File: config.mk
export PLATFORM = sky130hd
export DESIGN_NAME = therm_opp_seq
export DESIGN_NICKNAME = d
export VERILOG_FILES = /design/src/rtl/therm_opp_seq.sv
export SDC_FILE = /design/constraint.sdc
export NUM_CORES = 1
export LEC_CHECK = 0
export ABC_AREA = 1
export BUFFER_PORTS_ARGS = -buffer_cell sky130_fd_sc_hd__buf_2
export CAP_MARGIN = 20
export CORE_AREA = 2 2 88 90
export CTS_CLUSTER_SIZE = 28
export DETAILED_ROUTE_END_ITERATION = 16
export DIE_AREA = 0 0 90 92
export PLACE_DENSITY = 0.55
export SYNTH_ARGS = -nofsm -noshare
export SYNTH_HDL_FRONTEND = slang
export SYNTH_SLANG_ARGS = --single-unit
File: constraint.sdc
create_clock -name clk -period 3.7 [get_ports clk]
set_input_delay 0.37 -clock clk [delete_from_list [all_inputs] [get_ports clk]]
set_output_delay 0.37 -clock clk [all_outputs]
set_load 0.01 [all_outputs]
File: src/rtl/therm_opp_seq.sv
module therm_opp_seq #(
  parameter int RW        = 6,
  parameter int VW        = 8,
  parameter int TW        = 7,
  parameter int MIN_RATIO = 8,
  parameter int MAX_RATIO = 40,
  parameter int VID_OFS   = 16,
  parameter int HYST      = 4,
  parameter int INTERVAL  = 16,
  parameter int SETTLE    = 8
) (
  input  logic          clk,
  input  logic          rst_n,
  input  logic [TW-1:0] temp_rd,
  input  logic [TW-1:0] act_ofs,
  input  logic          hot_in_n,
  input  logic [RW-1:0] req_ratio,
  input  logic          vr_ack,
  input  logic          od_mod_en,
  output logic [RW-1:0] ratio_out,
  output logic [VW-1:0] vid_out,
  output logic          clk_en,
  output logic          hot_out_n
);

  localparam logic [RW-1:0] MIN_R = RW'(MIN_RATIO);
  localparam logic [RW-1:0] MAX_R = RW'(MAX_RATIO);
  localparam int TMW = $clog2(SETTLE + 1);
  localparam int IVW = $clog2(INTERVAL + 1);
  localparam logic [TMW-1:0] TM_LAST = TMW'(SETTLE - 1);
  localparam logic [IVW-1:0] IV_LAST = IVW'(INTERVAL - 1);

  typedef enum logic [1:0] {S_IDLE, S_DN_V, S_DN_W, S_UP_W} st_t;

  function automatic logic [VW-1:0] vid_of(input logic [RW-1:0] r);
    return VW'(VID_OFS) + VW'(r);
  endfunction

  st_t           st;
  logic [RW-1:0] goal, thr, reqc, tgt;
  logic [TMW-1:0] tmr;
  logic [IVW-1:0] iv;
  logic [1:0]    mph;
  logic          evt, mod_on, hot_q, sens_hot, evt_set, evt_clr, mod_act, v_done;

  assign sens_hot = temp_rd <= act_ofs;
  assign evt_set  = sens_hot | ~hot_in_n;
  assign evt_clr  = ({1'b0, temp_rd} >= ({1'b0, act_ofs} + (TW+1)'(HYST))) & hot_in_n;
  assign reqc     = (req_ratio < MIN_R) ? MIN_R : (req_ratio > MAX_R) ? MAX_R : req_ratio;
  assign tgt      = (evt && thr < reqc) ? thr : reqc;
  assign v_done   = vr_ack | (tmr == TM_LAST);
  assign mod_act  = mod_on | od_mod_en;
  assign clk_en   = ~mod_act | (mph == 2'd0);
  assign hot_out_n = ~hot_q;

  always_ff @(posedge clk or negedge rst_n) begin
    if (!rst_n) begin
      ratio_out <= MIN_R;
      vid_out   <= vid_of(MIN_R);
      st        <= S_IDLE;
      goal      <= MIN_R;
      tmr       <= '0;
      evt       <= 1'b0;
      thr       <= MIN_R;
      iv        <= '0;
      mod_on    <= 1'b0;
      mph       <= 2'd0;
      hot_q     <= 1'b0;
    end else begin
      hot_q <= sens_hot;
      evt   <= evt ? ~evt_clr : evt_set;
      mph   <= mod_act ? mph + 2'd1 : 2'd0;

      if (!evt) begin
        thr    <= ratio_out;
        iv     <= '0;
        mod_on <= 1'b0;
      end else if (iv == IV_LAST) begin
        iv <= '0;
        if (thr > MIN_R) thr <= thr - 1'b1;
        else if (ratio_out == MIN_R && st == S_IDLE) mod_on <= 1'b1;
      end else begin
        iv <= iv + 1'b1;
      end

      case (st)
        S_IDLE: begin
          tmr <= '0;
          if (tgt < ratio_out) begin
            ratio_out <= tgt;
            goal      <= tgt;
            st        <= S_DN_V;
          end else if (tgt > ratio_out) begin
            vid_out <= vid_of(tgt);
            goal    <= tgt;
            st      <= S_UP_W;
          end
        end
        S_DN_V: begin
          vid_out <= vid_of(goal);
          tmr     <= '0;
          st      <= S_DN_W;
        end
        S_DN_W: begin
          tmr <= tmr + 1'b1;
          if (v_done) st <= S_IDLE;
        end
        default: begin
          tmr <= tmr + 1'b1;
          if (v_done) begin
            ratio_out <= goal;
            st        <= S_IDLE;
          end
        end
      endcase
    end
  end

  // a ratio rise finds its voltage already in place
  a_r3_vid_before_freq: assert property (@(posedge clk) disable iff (!rst_n)
    (ratio_out > $past(ratio_out)) |-> (vid_out == $past(vid_out)) && (vid_out == vid_of(ratio_out)));

  // voltage always covers the ratio in use
  a_r3_vid_covers: assert property (@(posedge clk) disable iff (!rst_n)
    vid_out >= vid_of(ratio_out));

  // a voltage fall happens only after the ratio has already dropped
  a_r4_freq_before_vid: assert property (@(posedge clk) disable iff (!rst_n)
    (vid_out < $past(vid_out)) |-> (ratio_out == $past(ratio_out)));

  // ratio stays in its legal range
  a_r2_in_range: assert property (@(posedge clk) disable iff (!rst_n)
    (ratio_out >= MIN_R) && (ratio_out <= MAX_R));

  // thermal gating only at the minimum ratio
  a_r9_gate_at_min: assert property (@(posedge clk) disable iff (!rst_n)
    (!clk_en && !od_mod_en) |-> (ratio_out == MIN_R));

  // a gated window never opens two cycles in a row
  a_r9_one_in_four: assert property (@(posedge clk) disable iff (!rst_n)
    (clk_en && $past(mod_act) && mod_act && $past(mod_act, 2)) |=> (!clk_en || !mod_act || !$past(mod_act)));

endmodule

==> impl_metrics.env, run 1 <==
export IMPL_status="finished, final reports clean"
export IMPL_yosysWarnings=0
export IMPL_synth_top_family_by_area="simple AND/OR/NAND/NOR gates"
export IMPL_synthFlopType="dfrtp_1"
export IMPL_grt_ovfl_total=0
export IMPL_synth_simple_gate_area_share_pct=25.7
export IMPL_place_ws_ps=211
export IMPL_crit_start="thr[5]"
export IMPL_cts_tree="done"
export IMPL_fin_crit_sh_pct=87.4
export IMPL_rows=32
export IMPL_setup_violations=0
export IMPL_synth_most_common_cell="nand2_1"
export IMPL_synth_top_area_share_pct=32.6
export IMPL_met2_usage_pct=24.9
export IMPL_synth_area_top_cells="dfrtp_1 33%, ha_1 14%, nand2_1 10%"
export IMPL_clockRootBuffer="clkbuf_8"
export IMPL_drive_above_1_share_pct=15.6
export IMPL_antenna_cells=0
export IMPL_postSynth_asyncResetShare_pct=100
export IMPL_clock_path_buffers=2
export IMPL_ant_nets=0
export IMPL_die_h_um=92
export IMPL_synthXorXnorAreaFrac_pct=1.90
export IMPL_grt_use_met3_pct=2.38
export IMPL_synth_edf_count=0
export IMPL_dr_pass1_iters=4
export IMPL_antenna_found_initial=0
export IMPL_cp_slowest_stage_delay_ps=450
export IMPL_hp_class="input pin to async pin"
export IMPL_synth_compound_area_share_pct=11.9
export IMPL_synth_seq_cells=41
export IMPL_path_max_fanout=10
export IMPL_clockPowerShare_pct=14.2
export IMPL_detail_route_wl_per_cell_um=12.5
export IMPL_finalSetupTns_ps=0
export IMPL_dpl_cell_count=505
export IMPL_synthAdderAreaFrac_pct=14.5
export IMPL_start_util_pct=37.1
export IMPL_total_power_w=0.00263
export IMPL_vias_per_cell=4.72
export IMPL_cp_common_cell="nand2_1"
export IMPL_fmax_mhz=309
export IMPL_drc_errors=0
export IMPL_wl_mm=6.40
export IMPL_top_usage_layer="met2"
export IMPL_internal_power_w=0.00139
export IMPL_worstMarginPinSlew_ps=939
export IMPL_syn_inst=365
export IMPL_p_leak_nw=1.74
export IMPL_post_cts_buffers=0
export IMPL_critical_path_required_ps=3920
export IMPL_grt_pass1_wl_mm=11.2
export IMPL_swShare_pct=47.1
export IMPL_cp_arrival_ps=3450
export IMPL_power_frac_seq_pct=31.6
export IMPL_finalClockSkew_ps=3.77
export IMPL_synthMuxAreaShare_pct=0
export IMPL_layout_setup_ws_ps=465
export IMPL_cp_buffers_inverters=1
export IMPL_synth_net_count=422
export IMPL_dpl_hpwl_mm=5.06
export IMPL_io_pins=41
export IMPL_htree_levels=2
export IMPL_clkTransAtPathRegs_ps=80
export IMPL_ir_drop_mv=0.244
export IMPL_combPwrFrac_pct=54.1
export IMPL_start_kind="flop"
export IMPL_crit_slowest_cell="dfrtp_1"
export IMPL_cts_buffers=5
export IMPL_crit_chain="ha_1, nand4_1, nand3_1, a31oi_4, nand2_4, nand2_1, nand2_2, ha_1, nand2_1, nor2_1, o21ai_0, nand2_1, nand2_1, nand2_1, nand2_1, inv_1, nor2_1, a21oi_1"
export IMPL_cts_hold_fix_buffers=0
export IMPL_drv_slew=0
export IMPL_port_buffers=39
export IMPL_insertion_delay_ps=290
export IMPL_crit_type="flop to flop"
export IMPL_coreArea_um2=7450
export IMPL_place_congestion=0.873
export IMPL_max_cap_violations=0
export IMPL_post_cts_resized=0
export IMPL_powerDensity_nw_per_um2=821
export IMPL_grt_pass1_vias=2319
export IMPL_p_sw_w=0.00124
export IMPL_cts_sinks=41
export IMPL_synth_area_leader_cell="dfrtp_1"
export IMPL_grt_max_degree=42
export IMPL_max_slew_margin_pct=37.4
export IMPL_die_area_um2=8280
export IMPL_netlist_top_cells_count="77 x nand2_1, 56 x inv_1, 43 x nor2_1"
export IMPL_syn_to_final_growth_pct=15.9
export IMPL_die_w_um=90
export IMPL_reg2reg_from="thr[5]"
export IMPL_fin_cells=513
export IMPL_avgSynthCellArea_um2=7.58
export IMPL_hold_viol_final=0
export IMPL_syn_area_um2=2770
export IMPL_vias=2419
export IMPL_hold_ws_ps=218
export IMPL_fin_nets=467
export IMPL_track_usage_pct=16.5
export IMPL_rrSetupSlack_ps=460
export IMPL_yosysUniqueCellTypes=34
export IMPL_cp_top_family="simple AND/OR/NAND/NOR gates"
export IMPL_ys_seq_area_share_pct=37.3
export IMPL_crit_path_end_kind="flop"
export IMPL_drt_iter0_drc=139
export IMPL_grt_util_met1_pct=24.6
export IMPL_grt_setup_unrepaired="false"
export IMPL_layout_min_cycle_time_ps=3240
-- flip-flops by register name, summed over array words and instances, names as in the netlist --
register,cells
vid_out,7
goal,6
ratio_out,6
thr,6
iv,5
tmr,4
mph,2
st,2
evt,1
hot_q,1
mod_on,1
-- path summary, 6_finish.rpt --
path / end / depth (start not counted)
setup reg to reg: vid_out[0] / 18
max in group asynchronous: vid_out[5] / 1
hold / removal: iv[2] / 1
hold reg to reg: mph[0] / 1
min in group clk: mph[1] / 3
setup / recovery: vid_out[0] / 18
-- cell families (layout without fill, tap and decap cells) --
kind of cell	count (synthesis)	in the layout
buffers and inverters	62	108
adders and majority gates	32	32
AOI/OAI and AO/OA	56	56
xor gates and xnor gates	6	6
other	1	1
DFF	41	41
and+or+nand+nor	167	167
-- cell type report --
cell class,instances,area (um2)
repair buffers,41,210
clock buffers,7,86.3
inverters,59,221
flip-flops and latches,41,1030
well taps,102,128
clock inverters,1,30.0
fillers,801,4240
multi-input cells,262,1500
-- routing by layer --
metal,vias to the layer above,part of all wire [%]
met5,-,0
met4,0,1.6
met3,9,3.6
met1,1087,51
li1,1272,-
met2,51,43
-- power groups by stage --
| stage | logic (W) | registers (W) | clock network (W) |
|---|---|---|---|
| final | 0.00142 | 0.000832 | 0.000374 |
| after global routing | 0.00167 | 0.000858 | 0.000402 |
| after CTS | 0.00143 | 0.000832 | 0.000385 |
| after detailed placement | 0.00142 | 0.000838 | 0 |
| after global placement | 0.00143 | 0.000841 | 0 |
| after floorplan | 0.00101 | 0.000814 | 0 |
-- cells in the final DEF, fill, tap and decap left out, drive strengths merged, types with 4 or more instances in the layout --
master / netlist / final
xor2: 4 / 4
inv: 57 / 57
a21oi: 25 / 25
nand4: 4 / 4
nand3: 33 / 33
clkbuf: 2 / 7
nand2: 83 / 83
dfrtp: 36 / 36
dfstp: 5 / 5
o21ai: 17 / 17
nor2: 44 / 44
buf: 1 / 41
ha: 32 / 32
-- metrics by stage --
step	instance area [um2]	utilization (%)
3_5_place_dp	3090	41.5
3_3_place_gp	3090	41.5
5_1_grt	3200	43.0
4_1_cts	3200	43.0
2_1_floorplan	2770	-
6_report	3200	43.0
(Power assumes the default switching activity.)
==> run 2, diff against run 1 <==
--- a/config.mk
+++ b/config.mk
@@ -13,6 +13,7 @@
 export DETAILED_ROUTE_END_ITERATION = 16
 export DIE_AREA = 0 0 90 92
 export PLACE_DENSITY = 0.55
+export RECOVER_POWER = 50
 export SYNTH_ARGS = -nofsm -noshare
 export SYNTH_HDL_FRONTEND = slang
 export SYNTH_SLANG_ARGS = --single-unit
==> run 2 against run 1 <==
The flow now finishes with violations (max-capacitance violations, max-slew violations). Utilization shrank 0.050 points. Fmax grew 0.21%. Critical endpoint unchanged. Cell count unchanged. Die area unchanged. Clock skew about the same. Worst setup slack better by 6.7 ps. Critical path depth stayed put. Combinational power about the same. First-iteration DRC count did not move. Sequential cell count did not move.
==> impl_metrics.env, run 2 (synthesis results as in run 1) <==
export IMPL_clockRootBuffer="clkbuf_8"
export IMPL_total_power_w=0.00263
export IMPL_setup_violations=0
export IMPL_antenna_found_initial=0
export IMPL_post_cts_resized=0
export IMPL_crit_type="flop to flop"
export IMPL_grt_pass1_wl_mm=11.2
export IMPL_hp_class="input pin to flop"
export IMPL_fin_crit_sh_pct=87.3
export IMPL_dr_pass1_iters=4
export IMPL_finalClockSkew_ps=3.74
export IMPL_worstMarginPinSlew_ps=2250
export IMPL_violations="max-capacitance violations, max-slew violations"
export IMPL_grt_pass1_vias=2319
export IMPL_hold_viol_final=0
export IMPL_largest_reg_flops=7
export IMPL_max_cap_violations=1
export IMPL_start_util_pct=37.1
export IMPL_die_w_um=90
export IMPL_fillerInstances=800
export IMPL_vias=2415
export IMPL_wl_mm=6.39
export IMPL_clock_path_buffers=2
export IMPL_layout_min_cycle_time_ps=3230
export IMPL_vias_per_cell=4.71
export IMPL_htree_levels=2
export IMPL_insertion_delay_ps=290
export IMPL_fmax_mhz=310
export IMPL_dpl_hpwl_mm=5.06
export IMPL_powerDensity_nw_per_um2=821
export IMPL_grt_ovfl_total=0
export IMPL_drv_slew=42
export IMPL_start_kind="flop"
export IMPL_coreArea_um2=7450
export IMPL_track_usage_pct=16.5
export IMPL_cp_arrival_ps=3450
export IMPL_cts_buffers=5
export IMPL_port_buffers=39
export IMPL_crit_path_end_kind="flop"
export IMPL_drc_errors=0
export IMPL_drt_iter0_drc=139
export IMPL_grt_setup_unrepaired="false"
export IMPL_drive_above_1_share_pct=14.8
export IMPL_detail_route_wl_per_cell_um=12.5
export IMPL_fin_nets=467
export IMPL_ir_drop_mv=0.244
export IMPL_die_area_um2=8280
export IMPL_critical_path_required_ps=3920
export IMPL_die_h_um=92
export IMPL_path_max_fanout=10
export IMPL_placed_cell_area_um2=3090
export IMPL_place_congestion=0.873
export IMPL_syn_to_final_growth_pct=15.7
export IMPL_cts_sinks=41
export IMPL_p_leak_nw=1.74
export IMPL_regMostFlops="vid_out"
export IMPL_cts_tree="done"
export IMPL_post_cts_buffers=0
export IMPL_final_common_cell="nand2_1"
export IMPL_ant_nets=0
export IMPL_io_pins=41
export IMPL_status="finished with violations"
export IMPL_cts_hold_fix_buffers=0
export IMPL_finalSetupTns_ps=0
export IMPL_clkTransAtPathRegs_ps=80
export IMPL_antenna_cells=0
export IMPL_max_slew_margin_pct=-50.0
export IMPL_grt_max_degree=42
export IMPL_layout_common_cells="77 x nand2_1, 56 x inv_1, 43 x nor2_1"
export IMPL_design_area_um2=3200
export IMPL_rows=32
==> run 2: path summary, 6_finish.rpt <==
path / startpoint / end / slack, ps / cells past startpoint
hold reg to reg: mph[0] / mph[0] / 430 / 1
setup / recovery: thr[5] / vid_out[0] / 470 / 18
min in group asynchronous: rst_n / iv[2] / 740 / 1
hold / removal: od_mod_en / mph[1] / 310 / 3
max in group asynchronous: rst_n / vid_out[5] / 1680 / 1
setup reg to reg: thr[5] / vid_out[0] / 470 / 18
==> run 2: layout make-up <==
cell class / count / area [um2] / area share [%]
Clock buffer: 7 / 86.3 / 2.70
Clock inverter: 1 / 30.0 / 0.938
Inverter: 59 / 221 / 6.92
Multi-Input combinational cell: 262 / 1500 / 46.8
Sequential cell: 41 / 1030 / 32.3
Tap cell: 102 / 128 / 3.99
Timing Repair Buffer: 41 / 206 / 6.45
==> run 2: worst max-delay path, stage by stage (launching register included) <==
cell	delay (ps)
dfrtp_1	450
ha_1	390
nand4_1	120
nand3_1	110
a31oi_4	280
nand2_4	120
nand2_1	110
nand2_2	80
ha_1	300
nand2_1	70
nor2_1	150
o21ai_0	100
nand2_1	130
nand2_1	70
nand2_1	60
nand2_1	220
inv_1	210
nor2_1	60
a21oi_1	120
==> run 2: stage by stage <==
stage	setup slack, ps	utilization [%]	hold WS (ps)	std cells
after global routing	8.42	43.0	350	513
after CTS	495	43.0	256	513
after global placement	266	41.5	415	505
after detailed placement	211	41.5	435	505
final	471	43.0	313	513
after floorplan	787	-	74.4	365
==> run 2: power breakdown <==
| part | leakage (nW) | internal, W | switching, W |
|---|---|---|---|
| Clock | 0.0585 | 0.000220 | 0.000154 |
| Combinational | 1.18 | 0.000506 | 0.000915 |
| Sequential | 0.494 | 0.000663 | 0.000170 |
==> run 2: routing by layer <==
layer	track usage, %	share of wire [%]	up-vias
li1	-	-	1270
met2	24.9	43	50
met5	0	0	-
met1	24.6	51	1086
met3	2.38	3.6	9
met4	4.74	1.6	0
==> run 3, diff against run 2 <==
==> constraint.sdc (replaced) <==
create_clock -name clk -period 3.17 [get_ports clk]
set_input_delay 0.317 -clock clk [delete_from_list [all_inputs] [get_ports clk]]
set_output_delay 0.317 -clock clk [all_outputs]
set_load 0.01 [all_outputs]
==> run 3 against run 2 <==
The flow still finishes with violations (max-capacitance violations, max-slew violations). Utilization grew 2.5 points. Hold slack worse by 64 ps. Clock power decreased by 8.8%. Non-clock buffer count increased by 21. Clock skew rose by 3.7 ps. Worst setup slack lost 250 ps. Die area is the same. Sequential power grew 16%. Critical path depth shrank 1. Sequential share of layout area down 1.8 points. Register-to-register slack got worse by 250 ps. Fmax grew 9.5%. Critical endpoint is now ratio_out[5].
==> impl_metrics.env, run 3 (synthesis results as in run 1) <==
export IMPL_grt_max_degree=42
export IMPL_crit_path_end_kind="flop"
export IMPL_r2r_end="ratio_out[5]"
export IMPL_clockRootBuffer="clkbuf_8"
export IMPL_dpl_hpwl_mm=5.19
export IMPL_largest_reg_flops=7
export IMPL_finalClockSkew_ps=7.49
export IMPL_cp_arrival_ps=3180
export IMPL_clkTransAtPathRegs_ps=80
export IMPL_drt_iter0_drc=87
export IMPL_grt_pass1_wl_mm=11.0
export IMPL_min_from="od_mod_en"
export IMPL_max_cap_violations=1
export IMPL_worstMarginPinSlew_ps=2200
export IMPL_drc_errors=0
export IMPL_powerDensity_nw_per_um2=954
export IMPL_regMostFlops="vid_out"
export IMPL_cts_hold_fix_buffers=0
export IMPL_hold_ws_ps=250
export IMPL_ir_drop_mv=0.273
export IMPL_coreArea_um2=7450
export IMPL_place_congestion=0.918
export IMPL_drv_slew=42
export IMPL_syn_to_final_growth_pct=22.5
export IMPL_hp_class="input pin to flop"
export IMPL_die_w_um=90
export IMPL_cts_sinks=41
export IMPL_p_leak_nw=1.83
export IMPL_htree_levels=2
export IMPL_ant_nets=0
export IMPL_detail_route_wl_per_cell_um=12.2
export IMPL_max_slew_margin_pct=-46.5
export IMPL_antenna_cells=0
export IMPL_insertion_delay_ps=300
export IMPL_layout_min_cycle_time_ps=2950
export IMPL_layout_common_cells="70 x nand2_1, 54 x inv_1, 42 x nor2_1"
export IMPL_critical_path_required_ps=3400
export IMPL_status="finished with violations"
export IMPL_vias=2508
export IMPL_dr_pass1_iters=4
export IMPL_total_power_w=0.00323
export IMPL_rows=32
export IMPL_fin_crit_sh_pct=93.0
export IMPL_io_pins=41
export IMPL_start_util_pct=37.1
export IMPL_wl_mm=6.53
export IMPL_hold_viol_final=0
export IMPL_grt_pass1_vias=2329
export IMPL_fmax_mhz=339
export IMPL_die_area_um2=8280
export IMPL_track_usage_pct=16.4
export IMPL_die_h_um=92
export IMPL_clock_path_buffers=2
export IMPL_setup_violations=0
export IMPL_grt_ovfl_total=0
export IMPL_worstRegToRegCells=17
export IMPL_crit_type="flop to flop"
export IMPL_final_common_cell="nand2_1"
export IMPL_drive_above_1_share_pct=22.5
export IMPL_cts_tree="done"
export IMPL_vias_per_cell=4.70
export IMPL_violations="max-capacitance violations, max-slew violations"
export IMPL_cts_buffers=5
export IMPL_port_buffers=39
export IMPL_min_to="mph[1]"
export IMPL_reg2reg_from="thr[3]"
export IMPL_rrSetupSlack_ps=220
export IMPL_antenna_found_initial=0
export IMPL_fin_nets=488
export IMPL_hold_depth=3
export IMPL_start_kind="flop"
export IMPL_path_max_fanout=7
## run 3: routing by layer
metal / track usage [%] / wire, um
met4: 4.23 / 72
met5: 0 / 0
met3: 2.63 / 218
met2: 25.3 / 2920
met1: 23.9 / 3320
## run 3: worst max-delay path by stage
stage,from,endpoint,slack (ps),cells past startpoint
after floorplan,req_ratio[5],vid_out[0],310,21
after global placement,req_ratio[5],ratio_out[1],-120,21
after detailed placement,req_ratio[5],ratio_out[1],-210,21
after CTS,thr[5],ratio_out[1],20,16
after global routing,thr[3],ratio_out[3],-30,20
final,thr[3],ratio_out[5],220,17
## run 3: final cells by class
class	count	area, um2
Fill cell	790	4060
Inverter	59	221
Timing Repair Buffer	62	364
Tap cell	102	128
Sequential cell	41	1030
Clock buffer	5	68.8
Multi-Input combinational cell	262	1560
Clock inverter	3	17.5
## run 3: critical path, stage by stage (launching register included)
cell and delay (ps):
dfstp_2 560, ha_1 240, nand4_1 110, nand3_2 100
a31oi_4 270, nand2_4 130, nand2_2 90, nand2_2 70
ha_1 290, a21o_1 160, nor2_1 120, nand2_1 110
nand2_2 90, nand2_2 110, buf_4 160, a21oi_1 100
nand2_1 70, o21ai_1 80
## run 3: timing repair
action,4_1_cts,5_1_grt
setup endpoints to repair,0,20
resized for setup,0,16
buffers inserted,0,2
endpoints found under the hold margin,0,0
## run 3: report_power, final
part / internal, W / total [W] / switching [W]
Sequential: 0.000774 / 0.000963 / 0.000188
Clock: 0.000152 / 0.000341 / 0.000189
Combinational: 0.000779 / 0.00193 / 0.00115
Total: 0.00171 / 0.00323 / 0.00153
## run 3: stage by stage
step | utilization [%] | setup slack [ps] | instances | setup TNS, ps | area, um2
after floorplan | - | 310 | 365 | 0 | 2770
after global placement | 43.4 | -115 | 524 | -490 | 3230
after detailed placement | 43.4 | -212 | 524 | -2030 | 3230
after CTS | 44.5 | 16.6 | 532 | 0 | 3320
after global routing | 45.5 | -33.8 | 534 | -64.2 | 3390
final | 45.5 | 221 | 534 | 0 | 3390
